<file path="src/rtl/tmr16_pkg.sv">
`timescale 1ns/1ps
package tmr16_pkg;
  localparam int CW = 16;
  localparam logic [2:0] A_CTRL = 3'd0;
  localparam logic [2:0] A_MODE = 3'd1;
  localparam logic [2:0] A_CNTL = 3'd2;
  localparam logic [2:0] A_CNTH = 3'd3;
  localparam logic [2:0] A_CAPL = 3'd4;
  localparam logic [2:0] A_CAPH = 3'd5;
  // control byte fields
  localparam int B_OVF  = 7;
  localparam int B_EXT  = 6;
  localparam int B_RXS  = 5;
  localparam int B_TXS  = 4;
  localparam int B_XEN  = 3;
  localparam int B_RUN  = 2;
  localparam int B_XCNT = 1;
  localparam int B_CAPS = 0;
  // mode byte fields
  localparam int M_DOWN = 0;
  localparam int M_CKO  = 1;
endpackage

</file>
<file path="src/rtl/tmr16_prescale.sv">
`timescale 1ns/1ps
module tmr16_prescale #(
  parameter int DIV = 12
) (
  input  logic clk,
  input  logic rst,
  output logic tick_o
);
  localparam int W = (DIV > 1) ? $clog2(DIV) : 1;
  localparam logic [W-1:0] LAST = W'(DIV - 1);
  logic [W-1:0] cnt_q;

  always_ff @(posedge clk) begin
    if (rst) begin
      cnt_q  <= '0;
      tick_o <= 1'b0;
    end else begin
      tick_o <= (cnt_q == LAST);
      cnt_q  <= (cnt_q == LAST) ? '0 : cnt_q + 1'b1;
    end
  end
endmodule

</file>
<file path="src/rtl/tmr16_fall.sv">
`timescale 1ns/1ps
module tmr16_fall (
  input  logic clk,
  input  logic rst,
  input  logic pin_i,
  input  logic strobe_i,
  output logic lvl_o,
  output logic fall_o
);
  logic [1:0] sync_q;
  logic       smp_q;

  always_ff @(posedge clk) begin
    if (rst) begin
      sync_q <= 2'b00;
      smp_q  <= 1'b0;
      fall_o <= 1'b0;
    end else begin
      sync_q <= {sync_q[0], pin_i};
      fall_o <= strobe_i & smp_q & ~sync_q[1];
      if (strobe_i) smp_q <= sync_q[1];
    end
  end

  assign lvl_o = sync_q[1];
endmodule

</file>
<file path="src/rtl/tmr16_bauddiv.sv">
`timescale 1ns/1ps
module tmr16_bauddiv #(
  parameter int DIV = 16
) (
  input  logic clk,
  input  logic rst,
  input  logic in_i,
  output logic wrap_o
);
  localparam int W = (DIV > 1) ? $clog2(DIV) : 1;
  localparam logic [W-1:0] LAST = W'(DIV - 1);
  logic [W-1:0] cnt_q;

  assign wrap_o = in_i && (cnt_q == LAST);

  always_ff @(posedge clk) begin
    if (rst) cnt_q <= '0;
    else if (in_i) cnt_q <= (cnt_q == LAST) ? '0 : cnt_q + 1'b1;
  end
endmodule

</file>
<file path="src/rtl/tmr16_multi.sv">
`timescale 1ns/1ps
module tmr16_multi
  import tmr16_pkg::*;
#(
  parameter int MC_DIV   = 12,
  parameter int FAST_DIV = 2,
  parameter int BAUD_DIV = 16
) (
  input  logic       clk,
  input  logic       rst,
  input  logic       cnt_pin_i,
  input  logic       trig_pin_i,
  input  logic       reg_we_i,
  input  logic [2:0] reg_addr_i,
  input  logic [7:0] reg_wdata_i,
  output logic [7:0] reg_rdata_o,
  output logic       flag_ovf_o,
  output logic       flag_ext_o,
  output logic       irq_o,
  output logic       rx_tick_o,
  output logic       tx_tick_o,
  output logic       clk_out_o
);
  localparam logic [CW-1:0] ALL1 = '1;

  logic [7:0]    ctrl_q, ctrl_n;
  logic          down_q, oe_q;
  logic [CW-1:0] cnt_q, cnt_n, cap_q, cap_n;
  logic          mc_tick, st_tick, cnt_fall, trig_fall, trig_lvl, cnt_lvl_unused;
  logic          baud_wrap;

  tmr16_prescale #(.DIV(MC_DIV))   u_mc (.clk(clk), .rst(rst), .tick_o(mc_tick));
  tmr16_prescale #(.DIV(FAST_DIV)) u_st (.clk(clk), .rst(rst), .tick_o(st_tick));

  tmr16_fall u_cnt_edge (.clk(clk), .rst(rst), .pin_i(cnt_pin_i), .strobe_i(mc_tick),
                         .lvl_o(cnt_lvl_unused), .fall_o(cnt_fall));
  tmr16_fall u_trg_edge (.clk(clk), .rst(rst), .pin_i(trig_pin_i), .strobe_i(mc_tick),
                         .lvl_o(trig_lvl), .fall_o(trig_fall));

  // mode decode
  logic baud, capm, updown, clko, fast, run, adv, go_down, roll, trig_ev, tf_set;
  logic [CW-1:0] roll_val, step_val;

  assign baud    = ctrl_q[B_RXS] | ctrl_q[B_TXS];
  assign run     = ctrl_q[B_RUN];
  assign capm    = ~baud & ctrl_q[B_CAPS];
  assign updown  = ~baud & ~ctrl_q[B_CAPS] & down_q;
  assign clko    = oe_q & ~ctrl_q[B_XCNT];
  assign fast    = baud | clko;
  assign adv     = run & (ctrl_q[B_XCNT] ? cnt_fall : (fast ? st_tick : mc_tick));
  assign go_down = updown & ~trig_lvl;
  assign roll    = adv & (go_down ? (cnt_q == cap_q) : (cnt_q == ALL1));
  assign trig_ev = ctrl_q[B_XEN] & trig_fall & ~updown;
  assign tf_set  = roll & ~baud & ~clko;
  assign step_val = go_down ? cnt_q - 1'b1 : cnt_q + 1'b1;

  always_comb begin
    if (go_down)            roll_val = ALL1;
    else if (capm && !clko) roll_val = '0;
    else                    roll_val = cap_q;
  end

  tmr16_bauddiv #(.DIV(BAUD_DIV)) u_baud (.clk(clk), .rst(rst), .in_i(roll & baud),
                                          .wrap_o(baud_wrap));

  // next-state: hardware first, software writes last (higher priority)
  always_comb begin
    cnt_n = cnt_q;
    if (adv) cnt_n = roll ? roll_val : step_val;
    if (trig_ev && !capm && !baud) cnt_n = cap_q;
    if (reg_we_i && reg_addr_i == A_CNTL) cnt_n[7:0]  = reg_wdata_i;
    if (reg_we_i && reg_addr_i == A_CNTH) cnt_n[15:8] = reg_wdata_i;

    cap_n = cap_q;
    if (trig_ev && capm) cap_n = cnt_q;
    if (reg_we_i && reg_addr_i == A_CAPL) cap_n[7:0]  = reg_wdata_i;
    if (reg_we_i && reg_addr_i == A_CAPH) cap_n[15:8] = reg_wdata_i;

    ctrl_n = ctrl_q;
    ctrl_n[B_OVF] = ctrl_q[B_OVF] | tf_set;
    ctrl_n[B_EXT] = updown ? (ctrl_q[B_EXT] ^ roll) : (ctrl_q[B_EXT] | trig_ev);
    if (reg_we_i && reg_addr_i == A_CTRL) ctrl_n = reg_wdata_i;
  end

  always_ff @(posedge clk) begin
    if (rst) begin
      ctrl_q    <= '0;
      down_q    <= 1'b0;
      oe_q      <= 1'b0;
      cnt_q     <= '0;
      cap_q     <= '0;
      clk_out_o <= 1'b0;
      rx_tick_o <= 1'b0;
      tx_tick_o <= 1'b0;
    end else begin
      ctrl_q <= ctrl_n;
      cnt_q  <= cnt_n;
      cap_q  <= cap_n;
      if (reg_we_i && reg_addr_i == A_MODE) begin
        down_q <= reg_wdata_i[M_DOWN];
        oe_q   <= reg_wdata_i[M_CKO];
      end
      if (roll && clko) clk_out_o <= ~clk_out_o;
      rx_tick_o <= baud_wrap & ctrl_q[B_RXS];
      tx_tick_o <= baud_wrap & ctrl_q[B_TXS];
    end
  end

  always_comb begin
    case (reg_addr_i)
      A_CTRL:  reg_rdata_o = ctrl_q;
      A_MODE:  reg_rdata_o = {6'b0, oe_q, down_q};
      A_CNTL:  reg_rdata_o = cnt_q[7:0];
      A_CNTH:  reg_rdata_o = cnt_q[15:8];
      A_CAPL:  reg_rdata_o = cap_q[7:0];
      A_CAPH:  reg_rdata_o = cap_q[15:8];
      default: reg_rdata_o = 8'h00;
    endcase
  end

  assign flag_ovf_o = ctrl_q[B_OVF];
  assign flag_ext_o = ctrl_q[B_EXT];
  assign irq_o      = ctrl_q[B_OVF] | (ctrl_q[B_EXT] & ~updown);
endmodule

</file>
<file path="config.mk">
export PLATFORM = sky130hd
export DESIGN_NAME = tmr16_multi
export DESIGN_NICKNAME = d
export VERILOG_FILES = /design/src/rtl/tmr16_pkg.sv /design/src/rtl/tmr16_prescale.sv /design/src/rtl/tmr16_fall.sv /design/src/rtl/tmr16_bauddiv.sv /design/src/rtl/tmr16_multi.sv
export SDC_FILE = /design/constraint.sdc
export NUM_CORES = 1
export LEC_CHECK = 0
export BUFFER_PORTS_ARGS = -buffer_cell sky130_fd_sc_hd__buf_2
export CORE_MARGIN = 4
export CORE_UTILIZATION = 50
export DETAILED_ROUTE_END_ITERATION = 16
export GPL_ROUTABILITY_DRIVEN = 0
export PLACE_DENSITY = 0.68
export SYNTH_ARGS = -nofsm -noshare
export SYNTH_HDL_FRONTEND = slang
export SYNTH_HIERARCHICAL = 1
export SYNTH_SLANG_ARGS = --single-unit
</file>
<file path="constraint.sdc">
create_clock -name clk -period 3.9 [get_ports clk]
set_input_delay 0.78 -clock clk [delete_from_list [all_inputs] [get_ports clk]]
set_output_delay 0.78 -clock clk [all_outputs]
set_load 0.02 [all_outputs]
</file>
==> results of run 1 <==
==> stage by stage <==
step,setup WS [ns],total power [mW]
floorplan,0.544,0.830
global placement,0.663,0.895
detailed placement,0.571,0.897
CTS,0.571,1.40
global route,0.353,1.46
finish,0.538,1.41
==> sequential cells by signal, indices dropped and copies added (netlist names), 2 cells and up <==
register           count
u_cnt_edge/sync_q      2
ctrl_q                 8
cnt_q                 16
u_trg_edge/sync_q      2
cap_q                 16
u_mc/cnt_q             4
u_baud/cnt_q           4
==> power by group through the flow <==
stage | logic, mW | clock network [mW] | registers, mW
after detailed placement | 0.175 | 0 | 0.722
after floorplan | 0.130 | 0 | 0.700
after CTS | 0.177 | 0.517 | 0.707
after global routing | 0.197 | 0.550 | 0.711
final | 0.181 | 0.516 | 0.709
after global placement | 0.174 | 0 | 0.721
==> layout by cell type (no fill, tap or decap), types with 3 or more instances in the layout <==
cell	n
ha_1	3
clkbuf_8	9
mux2i_1	29
nand3_1	19
and2b_2	4
a22oi_1	8
o221ai_1	3
o21ai_0	14
o31a_1	3
nor4_1	9
a21o_1	3
or3_1	12
a32oi_1	3
nand4_1	7
nor3_1	29
mux2_2	4
or2_2	5
a31oi_1	3
a21oi_1	49
xnor2_1	11
dfxtp_1	64
nor3b_1	3
or4_1	4
o22ai_1	5
nand2b_1	14
a211oi_1	22
o211ai_1	3
buf_2	29
inv_1	7
nor2b_1	6
nand2_1	51
buf_4	16
and3_1	9
o31ai_1	5
o311a_1	3
a221oi_1	9
xor2_1	10
nor2_1	73
==> per-layer routing <==
layer | up-vias | wire length (µm)
met5 | - | 19
met1 | 2298 | 6610
met4 | 2 | 689
li1 | 2270 | -
met2 | 345 | 6770
met3 | 65 | 2030
==> logic make-up (layout without fill, tap and decap cells) <==
group | count (synthesis) | after routing | share of synthesized area (%)
muxes | 34 | 34 | 7.55
and+or+nand+nor | 273 | 273 | 31.5
adders and majority gates | 3 | 3 | 0.809
xor gates and xnor gates | 21 | 21 | 3.96
buffers and inverters | 58 | 68 | 5.15
DFF | 64 | 64 | 27.6
AOI/OAI and AO/OA | 157 | 157 | 23.4
==> worst min path at each step <==
| stage | from | endpoint | slack (ns) | depth (start not counted) |
|---|---|---|---|---|
| after floorplan | u_st/cnt_q | u_st/cnt_q | 0.39 | 1 |
| after global placement | u_st/cnt_q | u_st/cnt_q | 0.40 | 1 |
| after detailed placement | u_st/cnt_q | u_st/cnt_q | 0.41 | 1 |
| final | u_st/cnt_q | u_st/cnt_q | 0.42 | 1 |
| after global routing | u_st/cnt_q | u_st/cnt_q | 0.45 | 1 |
| after CTS | u_st/cnt_q | u_st/cnt_q | 0.42 | 1 |
==> area by class of cell <==
| cell class | instances | area, µm² |
|---|---|---|
| fillers | 796 | 3890 |
| clock buffers | 10 | 128 |
| inverters | 7 | 26.3 |
| clock inverters | 6 | 43.8 |
| multi-input cells | 488 | 3130 |
| well taps | 108 | 135 |
| repair buffers | 45 | 265 |
| flip-flops and latches | 64 | 1280 |
==> worst max-delay path, cell delays in order, from the launching register on <==
cell	delay, ns
dfxtp_1	0.39
or4b_1	0.74
or4_4	0.48
a2111oi_2	0.35
o21ai_1	0.16
nor4b_4	0.29
buf_4	0.25
nor2b_1	0.17
buf_4	0.16
mux2i_1	0.18
nor2_1	0.06
==> run metrics, run 1 <==
largest net degree at the start of global routing 35; Worst EP arrival 3.58 ns; Die X-Extent 104 µm; wire per inst 22.2 µm; M2 GR Usage 41.1%; WS Path Type register to register; Max-Cap Viols 0; HPWL after DPL 11.1 mm; GRT Residual Overflow 0; post-CTS setup buffer count 0; sequential fraction of design power 50.4%; peak fanout along the critical path 11; Hold-fix buffers, CTS 0; total track usage 29.2%; worst r2r path cells 10; vias in the first global route 4648; CTS tree done; I/O Buffers 29; number of flops mapped to enable cells by yosys 0; reg2reg end u_baud/cnt_q[1]; Initial Util 52.2%; Max Transition Viols Final 0; Startpoint Class register; Most Used Layer, Global Route met2; Net Sw Power 435 µW; Hold Fails Final Rpt 0; internal power 972 µW; share of cells above drive strength 1 14.0%; library cells used by synthesis 82; synthesis-stage register bit count 64; Worst Tran Pin Value 0.910 ns; Fin Setup TNS 0 ns; Pleak 1.94 nW; Pre-Repair DR Iteration Count 6; Die H 104 µm; combinational power share 12.9%; switching share of total power 30.9%; Clock power frac 36.7%; core area 8890 µm²; IO Count 30; Root Driver clkbuf_8; Worst Path Required 4.11 ns; die area 10900 µm²; Num CTS Buffers 9; nets 634; Inserted Diodes 0; Yosys top cell by area dfxtp_1; Min Hold Slack 0.425 ns; CTS max path bufs 2; Synth Net Count 629; first-pass GRT wire length 25.3 mm; Design Area, Final 5000 µm²; Initial DRC Count 678; final core occ 56.3%; vias per cell 6.84; drt total wl 16.1 mm; CP Capture Point u_baud/cnt_q[1]; CTS Sinks 64; Clock Pin Slew Worst Setup and Hold Paths 0.08 ns; post-CTS sizing 0; H-tree depth 3; vias 4980; Synth Warn # 6; placed cell count 712; count leader, synth nor2_1; Critical path origin ctrl_q[4]; worst min path class register to register; Worst VDD drop 326 µV; Residual DRC 0; P&R area growth vs syn 7.87%; CP Capture Type register; Synth Flop Type dfxtp_1; PwrDens 281 nW/µm²; Synth top area share 27.6%; met1 Track Usage GR 40.3%; Synth area leaders dfxtp_1, mux2i_1, nor2_1, a21oi_1, nand2_1; setup violators final 0; met3 Use GR 8.69%; initial antenna violation count 1; post-route insts no fill 728; Post-Place Cell Area 4830 µm²; clock latency on the worst-skew pair 0.35 ns; R2R Setup Slk 0.54 ns; Mean Syn Cell Area 7.61 µm²; most frequent cells after synthesis nor2_1, dfxtp_1, nand2_1, a21oi_1, clkbuf_1; r2r startpoint ctrl_q[4]; Final Cycle Share 86.2%; Synth Cell Area 4640 µm²; min Tclk post-route 3.36 ns; remaining antenna violation count 0; RSZ-0062 raised after global routing false; outcome complete, no violations; Final Skew 0.0178 ns; Core Rows 34; max frequency 297 MHz; Post-synth ARST share 0%; cells after synthesis 610; sequential share of the synthesized area 27.6%; slew margin rel. 38.9%
No activity file was read; power rests on OpenSTA's default activity.
==> inputs of run 2 (changes only) <==
Settings changed: ABC_AREA from default to 1, CORE_MARGIN 4 to default.
==> run 2 against run 1 <==
Compared with the run above:
- cell area is 3.8% higher
- utilization is 0.31 points lower
- synthesized cell count is 30% higher
==> run metrics, run 2 <==
outcome complete, no violations; sequential fraction of design power 44.6% (-5.8 points); most frequent cells after synthesis nand2_1, inv_1, nor2_1, dfxtp_1, nand3_1; number of flops mapped to enable cells by yosys 0 (unchanged); most common cell after layout, fill and taps aside nand2_1; drt total wl 16.0 mm (-0.51%); cells after synthesis 793 (+30%); P&R area growth vs syn 8.35%; internal power 1.10 mW (+14%); post-CTS setup buffer count 0 (unchanged); largest net degree at the start of global routing 39 (+11%); max frequency 319 MHz (+7.2%); Register Area 1280 µm² (unchanged); Worst VDD drop 236 µV (-28%); Final Cycle Share 80.4% (-5.8 points); Synth area leaders dfxtp_1, nand2_1, inv_1, nor2_1, nand3_1; Max-Cap Viols 0 (unchanged); Fin Setup TNS 0 ns (unchanged); commonest non-fill, non-tap cells in the layout nand2_1, inv_1, nor2_1; Max Transition Viols Final 0 (unchanged); vias 5440 (+9.2%); CP bufs+invs 1 (-1); clock latency on the worst-skew pair 0.35 ns (about the same); Die H 100 µm (-4.2%); Setup WS pre-CTS 0.856 ns (+0.285 ns); Worst Tran Pin Value 0.970 ns (+0.0600 ns); peak fanout along the critical path 36 (+25); HP Start u_cnt_edge/sync_q[0]; Synth Warn # 6 (unchanged); Worst Path Required 4.17 ns (+0.06 ns); switching share of total power 28.8% (-2.1 points); remaining antenna violation count 0 (unchanged); Yosys top cell by area dfxtp_1; share of cells above drive strength 1 10.5% (-3.6 points); sequential share of the synthesized area 26.7% (-0.91 points); H-tree depth 3 (unchanged); WS Path Type register to register; Core Rows 35 (+2.9%); RSZ-0062 raised after global routing false; post-layout power 1.55 mW (+10%); Final Skew 0.0163 ns (-0.00151 ns); Synth Net Count 812 (+29%); Pre-Repair DR Iteration Count 6 (unchanged); Synth top area share 26.7% (-0.91 points); Inserted Diodes 0 (unchanged); nets 828 (+31%); Mean Syn Cell Area 6.05 µm² (-20%); Synth Cell Area 4800 µm² (+3.4%); core area 9280 µm² (+4.4%); Die X-Extent 100 µm (-4.2%); Hold-fix buffers, CTS 0 (unchanged); post-CTS sizing 0 (unchanged); HPWL after DPL 11.7 mm (+5.0%); r2r startpoint ctrl_q[4]; Root Driver clkbuf_8; crit-path cells nor2_4, nand4_4, o21ai_0, nand2_1, nor3_1, nand2_1, nor2_1, nand3_1, nor2_1, nand2_2, nor2_4, inv_1, nor3_1; Initial DRC Count 712 (+5.0%); Multi-input gate area 2880 µm² (-7.7%); Critical path origin ctrl_q[4]; Initial Util 51.7% (-0.51 points); Final WS setup 0.765 ns (+0.227 ns); Net Sw Power 446 µW (+2.5%); synthesis-stage register bit count 64 (unchanged); initial antenna violation count 0 (-1); Num CTS Buffers 9 (unchanged); worst min path class register to register; largest registers cap_q (16), cnt_q (16), ctrl_q (8); worst r2r path cells 13 (+3); Hold Fails Final Rpt 0 (unchanged); CTS Sinks 64 (unchanged); Clock power frac 42.2% (+5.5 points); CTS max path bufs 2 (unchanged); PwrDens 298 nW/µm² (+6.1%); combinational power share 13.1% (+0.2 points); Residual DRC 0 (unchanged); critical path depth 13 (+3); GRT Residual Overflow 0 (unchanged); Pleak 2.29 nW (+18%); slowest CP cell nor2_1; total track usage 33.7% (+4.6 points); wire per inst 17.0 µm (-23%); min Tclk post-route 3.13 ns (-0.227 ns); Worst EP arrival 3.40 ns (-0.18 ns); CP delay by family, top simple AND/OR/NAND/NOR gates; Startpoint Class register; IO Count 30 (unchanged); I/O Buffers 29 (unchanged); Post-synth ARST share 0% (unchanged); slowest cell delay on critical path 0.48 ns (-0.26 ns); slew margin rel. 35.1% (-3.8 points); die area 9990 µm² (-8.2%); filler cell count 965 (+21%); CTS tree done; vias in the first global route 5061 (+8.9%); vias per cell 5.77 (-16%); CP Capture Type register; count leader, synth nand2_1; library cells used by synthesis 43 (-48%); Hold Path Cell Cnt 2 (+1); first-pass GRT wire length 25.9 mm (+2.5%); setup violators final 0 (unchanged); Synth Flop Type dfxtp_1; Clock Pin Slew Worst Setup and Hold Paths 0.07 ns (about the same)
==> run 2: cell count changes in the layout (fill, tap and decap cells not counted), moves of 14 or more <==
cell / previous run / this run
nand2_1: 51 / 183
nand3_1: 19 / 58
o21ai_0: 14 / 50
o22ai_1: 5 / 21
mux2i_1: 29 / 1
nand2b_1: 14 / 0
nor3_1: 29 / 10
inv_1: 7 / 121
a211oi_1: 22 / 0
nor2_1: 73 / 91
==> run 2: per-layer routing <==
| layer | part of all wire, % | track usage, % | routed length (µm) | up-vias |
|---|---|---|---|---|
| met5 | 0 | 0 | 0 | - |
| li1 | - | - | - | 2636 |
| met2 | 44 | 52.8 | 7130 | 280 |
| met1 | 42 | 44.6 | 6760 | 2473 |
| met3 | 9.7 | 6.62 | 1560 | 51 |
| met4 | 3.7 | 16.2 | 599 | 0 |
==> run 2: cell type report <==
type,instances,share of cell area (%)
well taps,129,3.11
multi-input cells,574,55.5
clock buffers,10,2.65
repair buffers,33,3.37
inverters,127,9.17
flip-flops and latches,64,24.7
clock inverters,5,1.56
==> run 2: power by group through the flow <==
stage	registers [mW]	logic, mW	clock network [mW]
after floorplan	0.698	0.142	0
after global placement	0.705	0.195	0
after detailed placement	0.705	0.197	0
after CTS	0.690	0.199	0.659
after global routing	0.692	0.225	0.685
final	0.692	0.203	0.654
==> run 2: path summary, 6_finish.rpt <==
kind	end	slack [ns]
setup / recovery	rx_tick_o	0.77
hold / removal	u_cnt_edge/sync_q[1]	0.40
setup reg to reg	rx_tick_o	0.77
hold reg to reg	u_cnt_edge/sync_q[1]	0.40
==> run 2: through the flow <==
stage / hold slack, ns / util [%] / area (µm²) / cells
after detailed placement: 0.396 / 53.6 / 4980 / 927
after CTS: 0.409 / 56.0 / 5200 / 942
after global placement: 0.395 / 53.6 / 4980 / 927
after global routing: 0.418 / 56.0 / 5200 / 942
after floorplan: 0.388 / - / 4800 / 793
final: 0.404 / 56.0 / 5200 / 942
==> run 2: logic make-up (layout without fill, tap and decap cells) <==
logic type                 Yosys count  count (layout)  share of synthesized area (%)
and+or+nand+nor                    374             374                           34.1
xor gates and xnor gates            11              11                           2.01
adders and majority gates            3               3                          0.783
muxes                                1               1                          0.209
buffers and inverters              155             175                           13.2
AOI/OAI and AO/OA                  185             185                           23.0
DFF                                 64              64                           26.7
==> run 2: worst reg2reg max path, cell delays in order (launching register included) <==
cell	delay (ns)
dfxtp_1	0.34
nor2_4	0.24
nand4_4	0.46
o21ai_0	0.45
nand2_1	0.09
nor3_1	0.15
nand2_1	0.07
nor2_1	0.08
nand3_1	0.23
nor2_1	0.49
nand2_2	0.12
nor2_4	0.14
inv_1	0.07
nor3_1	0.13
